<file path="config.mk">
export PLATFORM = sky130hd
export DESIGN_NAME = scan_chain_rst
export DESIGN_NICKNAME = d
export VERILOG_FILES = /design/src/rtl/scan_rst_pkg.sv /design/src/rtl/scan_rst_select.sv /design/src/rtl/scan_cell.sv /design/src/rtl/scan_chain_rst.sv
export SDC_FILE = /design/constraint.sdc
export NUM_CORES = 1
export LEC_CHECK = 0
export ABC_AREA = 1
export BUFFER_PORTS_ARGS = -buffer_cell sky130_fd_sc_hd__buf_4
export CAP_MARGIN = 20
export CORE_AREA = 2 2 39 41
export DETAILED_ROUTE_END_ITERATION = 12
export DIE_AREA = 0 0 41 43
export GPL_TIMING_DRIVEN = 1
export PLACE_DENSITY = 0.7
export SLEW_MARGIN = 25
export SYNTH_ARGS = -nofsm -noshare
export SYNTH_HDL_FRONTEND = slang
export SYNTH_SLANG_ARGS = --single-unit
</file>
<file path="constraint.sdc">
create_clock -name clk -period 0.8 [get_ports clk]
set_clock_uncertainty 0.1 [all_clocks]
set_input_delay 0 -clock clk [delete_from_list [all_inputs] [get_ports clk]]
set_output_delay 0 -clock clk [all_outputs]
set_load 0.02 [all_outputs]
</file>
<file path="src/rtl/scan_rst_pkg.sv">
`timescale 1ns/1ps
package scan_rst_pkg;

    localparam int unsigned CHAIN_LEN_DEF = 8;

    // What steers the reset selector
    typedef enum logic {
        RSEL_FOLLOW_TM = 1'b0,
        RSEL_FOLLOW_SE = 1'b1
    } rsel_mode_e;

    // Where the controllable reset is taken from
    typedef enum logic {
        CTL_FROM_PAD = 1'b0,
        CTL_FROM_TDR = 1'b1
    } ctl_src_e;

    typedef struct packed {
        logic func_n;
        logic pad_n;
        logic tdr_n;
    } rst_inputs_t;

    typedef struct packed {
        rsel_mode_e mode;
        ctl_src_e   src;
        logic       test_mode;
        logic       scan_en;
    } rst_ctrl_t;

    function automatic logic pick_ctl(input ctl_src_e src, input rst_inputs_t r);
        return (src == CTL_FROM_TDR) ? r.tdr_n : r.pad_n;
    endfunction

    function automatic logic pick_select(input rst_ctrl_t c);
        return (c.mode == RSEL_FOLLOW_SE) ? c.scan_en : c.test_mode;
    endfunction

endpackage

</file>
<file path="src/rtl/scan_rst_select.sv">
`timescale 1ns/1ps
module scan_rst_select
    import scan_rst_pkg::*;
(
    input  rst_inputs_t rsts,
    input  rst_ctrl_t   ctrl,
    output logic        ctl_rst_n,
    output logic        sel_ctl,
    output logic        rst_out_n
);

    always_comb begin
        ctl_rst_n = pick_ctl(ctrl.src, rsts);
        sel_ctl   = pick_select(ctrl);
        rst_out_n = sel_ctl ? ctl_rst_n : rsts.func_n;
    end

endmodule

</file>
<file path="src/rtl/scan_cell.sv">
`timescale 1ns/1ps
module scan_cell (
    input  logic clk,
    input  logic rst_n,
    input  logic se,
    input  logic d,
    input  logic si,
    output logic q
);

    logic nxt;

    always_comb nxt = se ? si : d;

    always_ff @(posedge clk or negedge rst_n) begin
        if (!rst_n) q <= 1'b0;
        else        q <= nxt;
    end

    // a shift clock moves the serial input into the cell
    a_r1_shift_load: assert property (@(posedge clk) disable iff (!rst_n)
        se |=> (q == $past(si)));

    // a capture clock loads functional data
    a_r2_capture_load: assert property (@(posedge clk) disable iff (!rst_n)
        !se |=> (q == $past(d)));

endmodule

</file>
<file path="src/rtl/scan_chain_rst.sv">
`timescale 1ns/1ps
module scan_chain_rst
    import scan_rst_pkg::*;
#(
    parameter int unsigned N = CHAIN_LEN_DEF
) (
    input  logic         clk,
    input  logic [N-1:0] func_d,
    input  logic         scan_in,
    input  logic         scan_en,
    input  logic         test_mode,
    input  logic         func_rst_n,
    input  logic         pad_rst_n,
    input  logic         tdr_rst_n,
    input  logic         rst_follow_se,
    input  logic         ctl_from_tdr,
    output logic         scan_out,
    output logic [N-1:0] state_q
);

    localparam int unsigned LAST = N - 1;

    rst_inputs_t rsts;
    rst_ctrl_t   ctrl;
    logic        ctl_rst_n;
    logic        sel_ctl;
    logic        stage_rst_n;
    logic [N:0]  link;

    always_comb begin
        rsts.func_n    = func_rst_n;
        rsts.pad_n     = pad_rst_n;
        rsts.tdr_n     = tdr_rst_n;
        ctrl.mode      = rsel_mode_e'(rst_follow_se);
        ctrl.src       = ctl_src_e'(ctl_from_tdr);
        ctrl.test_mode = test_mode;
        ctrl.scan_en   = scan_en;
    end

    scan_rst_select u_rsel (
        .rsts      (rsts),
        .ctrl      (ctrl),
        .ctl_rst_n (ctl_rst_n),
        .sel_ctl   (sel_ctl),
        .rst_out_n (stage_rst_n)
    );

    assign link[0] = scan_in;

    for (genvar i = 0; i < N; i++) begin : g_stage
        scan_cell u_cell (
            .clk   (clk),
            .rst_n (stage_rst_n),
            .se    (scan_en),
            .d     (func_d[i]),
            .si    (link[i]),
            .q     (link[i+1])
        );
        assign state_q[i] = link[i+1];
    end

    assign scan_out = state_q[LAST];

    // an applied reset leaves every stage cleared
    a_r4_clear_all: assert property (@(posedge clk)
        !stage_rst_n |-> (state_q == '0));

    // while shifting under scan-enable following, the functional reset is shut out
    a_r6_shift_protect: assert property (@(posedge clk)
        (rst_follow_se && scan_en) |-> (stage_rst_n == ctl_rst_n));

    // capture under scan-enable following passes the functional reset
    a_r7_capture_live: assert property (@(posedge clk)
        (rst_follow_se && !scan_en) |-> (stage_rst_n == func_rst_n));

    // test mode under test-mode following never uses the functional reset
    a_r5_tm_controlled: assert property (@(posedge clk)
        (!rst_follow_se && test_mode) |-> (stage_rst_n == (ctl_from_tdr ? tdr_rst_n : pad_rst_n)));

    // functional operation under test-mode following uses the functional reset
    a_r9_func_path: assert property (@(posedge clk)
        (!rst_follow_se && !test_mode) |-> (stage_rst_n == func_rst_n));

endmodule

</file>
# [Word level (Yosys, flattened, before mapping)]
# Index checks and enable logic that the tools add are counted.
# W data, S select, Z words.
[word_totals] output_inout_bits=9 input_bits=17 elab_cells=19 register_bits=8
[classes] muxes=11
[op_table] operator="$mux W1" n=11

# [Depth between registers and ports, before layout]
[depth] ltp_word=2 mapped_depth=5 ltp_nobuf=5

# [Cells and area by module]
# From an unflattened synthesis, not the netlist that was laid out.
[hier_totals] hier_cells=52 hier_area_um2=375.4
[by_module_without_submodules] module="scan_cell" cells_each=5 area_each_um2=40.0 instances=8 seq_area_each_um2=25.0
[by_module_without_submodules] module="scan_rst_select" cells_each=11 area_each_um2=47.5 instances=1 seq_area_each_um2=0.0
[by_module_without_submodules] module="scan_chain_rst" cells_each=1 area_each_um2=7.5 instances=1 seq_area_each_um2=0.0

# [Worst setup path after synthesis]
# Ideal clock, no wire load.
[synth_timing] path_type="reg2out" from="register g_stage[7].u_cell.q" to="output port state_q[7]" t_required_ps=700 slack_ps=87 t_arrival_ps=613 stages_incl_launch_ff=2 n_path_buf=1 path_cell_list="dfrtp_1 -> buf_4"
[synth_rtl] item="start, declared" line="scan_cell.sv:8" source="output logic q"
[synth_rtl] item="start signal, assigned" line="scan_cell.sv:17" source="else q <= nxt;"
[synth_rtl] item="end, declared" line="scan_chain_rst.sv:18" source="output logic [N-1:0] state_q"
# No word-level cell between the ends.

# [Worst setup path in the final report]
[layout_timing] from="register g_stage[4].u_cell.q" to="output port state_q[4]"
[layout_rtl] item="start, declared" line="scan_cell.sv:8"
[layout_rtl] item="start signal, assigned" line="scan_cell.sv:17"
# No word-level cell between the ends.

==> results.sh <==
export IMPL_status="finished with violations"
export IMPL_layoutNonFillerInstCount=101
export IMPL_drcViolationCount=0
export IMPL_timing_final_ws_setup_ns=-0.0907
export IMPL_die_h_um=43
export IMPL_clk_pin_slew_ns=0.05
export IMPL_rows=14
export IMPL_reg_top3="g_stage.u_cell.q: 8 flops"
export IMPL_rsz0062_at_grt="true"
export IMPL_wl_um=887
export IMPL_die_w_um=41
export IMPL_hold_buffers=14
export IMPL_min_period_over_period=1.11
export IMPL_worst_setup_path_start_kind="register"
export IMPL_drtIter0Drc=3
export IMPL_syn_inst=52
export IMPL_slowest_stage="dfrtp_1"
export IMPL_grt_pass1_vias=388
export IMPL_fin_crit_ns=0.891
export IMPL_crit_type="register to output pin"
export IMPL_setup_viol=9
export IMPL_clkPwrFrac=0.274
export IMPL_final_nets=104
export IMPL_post_drt_wl_per_cell_um=8.78
export IMPL_hold_viol_final=16
export IMPL_coreArea_sq_um=1380
export IMPL_worst_slew_pin_slew_ns=0.195
export IMPL_dpl_hpwl_um=602
export IMPL_vdd_drop_max_uv=1030
export IMPL_tritoncts="built"
export IMPL_regMostFlops="g_stage.u_cell.q"
export IMPL_ys_warn_count=0
export IMPL_max_cap_viol_count=0
export IMPL_synth_area_leaders="dfrtp_1 48%, buf_4 15%, nand2_1 15%, o21ai_0 9.7%, inv_1 9.1%"
export IMPL_path_buf_inv=1
export IMPL_cpPeakStageDelay_ns=0.40
export IMPL_dieArea_sq_um=1760
export IMPL_synth_edf_count=0
export IMPL_arrival_ns=0.79
export IMPL_syn_nets=69
export IMPL_end_kind="output pin"
export IMPL_cts_sinks=8
export IMPL_synth_area_per_cell_sq_um=7.96
export IMPL_grtUsageTotal=0.129
export IMPL_htreeDepth=1
export IMPL_combinationalPowerShare=0.297
export IMPL_pwr_share_seq=0.430
export IMPL_vias=405
export IMPL_io_pins=26
export IMPL_io_buffers=25
export IMPL_powerDensity_nw_per_um2=1460
export IMPL_max_freq_ghz=1.12
export IMPL_cp_depth=1
export IMPL_required_ns=0.70
export IMPL_cp_max_fo=2
export IMPL_start_util=0.299
export IMPL_antenna_found_initial=0
export IMPL_syn_area_sq_um=414
export IMPL_min_delay_path_class="input port to asynchronous set/reset pin"
export IMPL_async_flop_share=1.00
export IMPL_cts_setup_buffers=0
export IMPL_maxSlewViolCount=0
export IMPL_synth_area_leader_cell="dfrtp_1"
export IMPL_grt_first_pass_wirelength_um=1480
export IMPL_power_leakage_nw=0.405
export IMPL_power_switching_mw=0.286
export IMPL_grt_max_degree=18
export IMPL_drt_pass1_iterations=2
export IMPL_cts_root_buf="clkbuf_4"
export IMPL_path_cells="buf_6"
export IMPL_clock_path_buffers=2
export IMPL_viasPerCell=4.01
export IMPL_whs_ns=-0.261
export IMPL_yosysMostFrequentCell="nand2_1"
export IMPL_swShare=0.265
export IMPL_synth_top_flop_cell="dfrtp_1"
export IMPL_ff2ff_path_depth=2
export IMPL_globalRouteOverflowTotal=0
export IMPL_violations="hold timing, setup timing"
export IMPL_largest_reg_flops=8
export IMPL_worstSkewPairLatency_ns=0.25
export IMPL_syn_to_final_growth_pct=79.2
export IMPL_yosys_area_top_type_share=0.483
export IMPL_ant_nets=0
export IMPL_place_inst=84
export IMPL_synth_commonest_cells="16 x nand2_1, 10 x inv_1, 8 x buf_4, 8 x dfrtp_1, 8 x o21ai_0"
export IMPL_drive_gt1_frac=0.341
export IMPL_setup_tns_ns=-0.621
export IMPL_ys_ff_latch=8
export IMPL_numCtsBuffers=3
export IMPL_internal_power_mw=0.794
export IMPL_antennaDiodeCount=0
export IMPL_yosysUniqueCellTypes=7
export IMPL_path_delay_family="flip-flops"
export IMPL_gp_congestion=0.595
export IMPL_max_slew_margin=0.869
export IMPL_ys_seq_area_frac=0.483
placed cells by master, fill, tap and decap left out, drive strengths merged:
cell         synthesis  layout
nand2               16      16
o21ai                8       8
buf                  9      25
nand3                1       1
clkbuf               0       3
inv                 10      10
dfrtp                8       8
dlygate4sd3          0      14
logic make-up after synthesis:
family	count (synthesis)	synth area share
AOI/OAI and AO/OA	8	0.0967
buffers and inverters	19	0.263
DFF	8	0.483
and+or+nand+nor	17	0.157
repair_timing:
action                                 CTS  global route
gates resized for setup                  7             1
setup endpoints to repair                9            17
endpoints found under the hold margin   16            13
pin swaps                                0             0
power by group through the flow:
stage / combinational [mW] / sequential [mW] / clock (mW)
2_1_floorplan: 0.161 / 0.466 / 0
3_3_place_gp: 0.245 / 0.463 / 0
3_5_place_dp: 0.248 / 0.465 / 0
4_1_cts: 0.320 / 0.464 / 0.310
5_1_grt: 0.354 / 0.467 / 0.336
6_report: 0.320 / 0.464 / 0.295
per-stage QoR:
| stage | hold WS, ns | worst slack [ns] | power (mW) | instance area, sq um | utilization |
|---|---|---|---|---|---|
| 2_1_floorplan | -0.197 | 0.0870 | 0.627 | 414 | - |
| 3_3_place_gp | -0.0661 | 0.0620 | 0.708 | 551 | 0.398 |
| 3_5_place_dp | -0.0636 | 0.0662 | 0.713 | 551 | 0.398 |
| 4_1_cts | -0.235 | -0.0956 | 1.09 | 739 | 0.534 |
| 5_1_grt | -0.210 | -0.127 | 1.16 | 742 | 0.536 |
| 6_report | -0.261 | -0.0907 | 1.08 | 742 | 0.536 |
path summary, 6_finish.rpt:
check                      slack, ns                 from                  end
setup / recovery               -0.09  g_stage[4].u_cell.q           state_q[4]
hold / removal                 -0.26        rst_follow_se  g_stage[5].u_cell.q
setup reg to reg                0.05  g_stage[4].u_cell.q  g_stage[5].u_cell.q
hold reg to reg                 0.41  g_stage[3].u_cell.q  g_stage[4].u_cell.q
max in group asynchronous       0.09         ctl_from_tdr  g_stage[4].u_cell.q
min in group clk               -0.03              scan_en  g_stage[5].u_cell.q
routing by layer:
layer	GRT usage	share of wire	vias up
met1	0.153	0.41	171
met2	0.197	0.51	21
li1	-	-	213
met3	0.0785	0.079	0
met4	0.0200	0	0
met5	0	0	-
final cells by class:
type | count | area (sq um)
Clock buffer | 3 | 22.5
Fill cell | 139 | 642
Inverter | 10 | 37.5
Multi-Input combinational cell | 25 | 108
Sequential cell | 8 | 200
Tap cell | 16 | 20.0
Timing Repair Buffer | 39 | 354
Power figures use the tool's default switching activity.
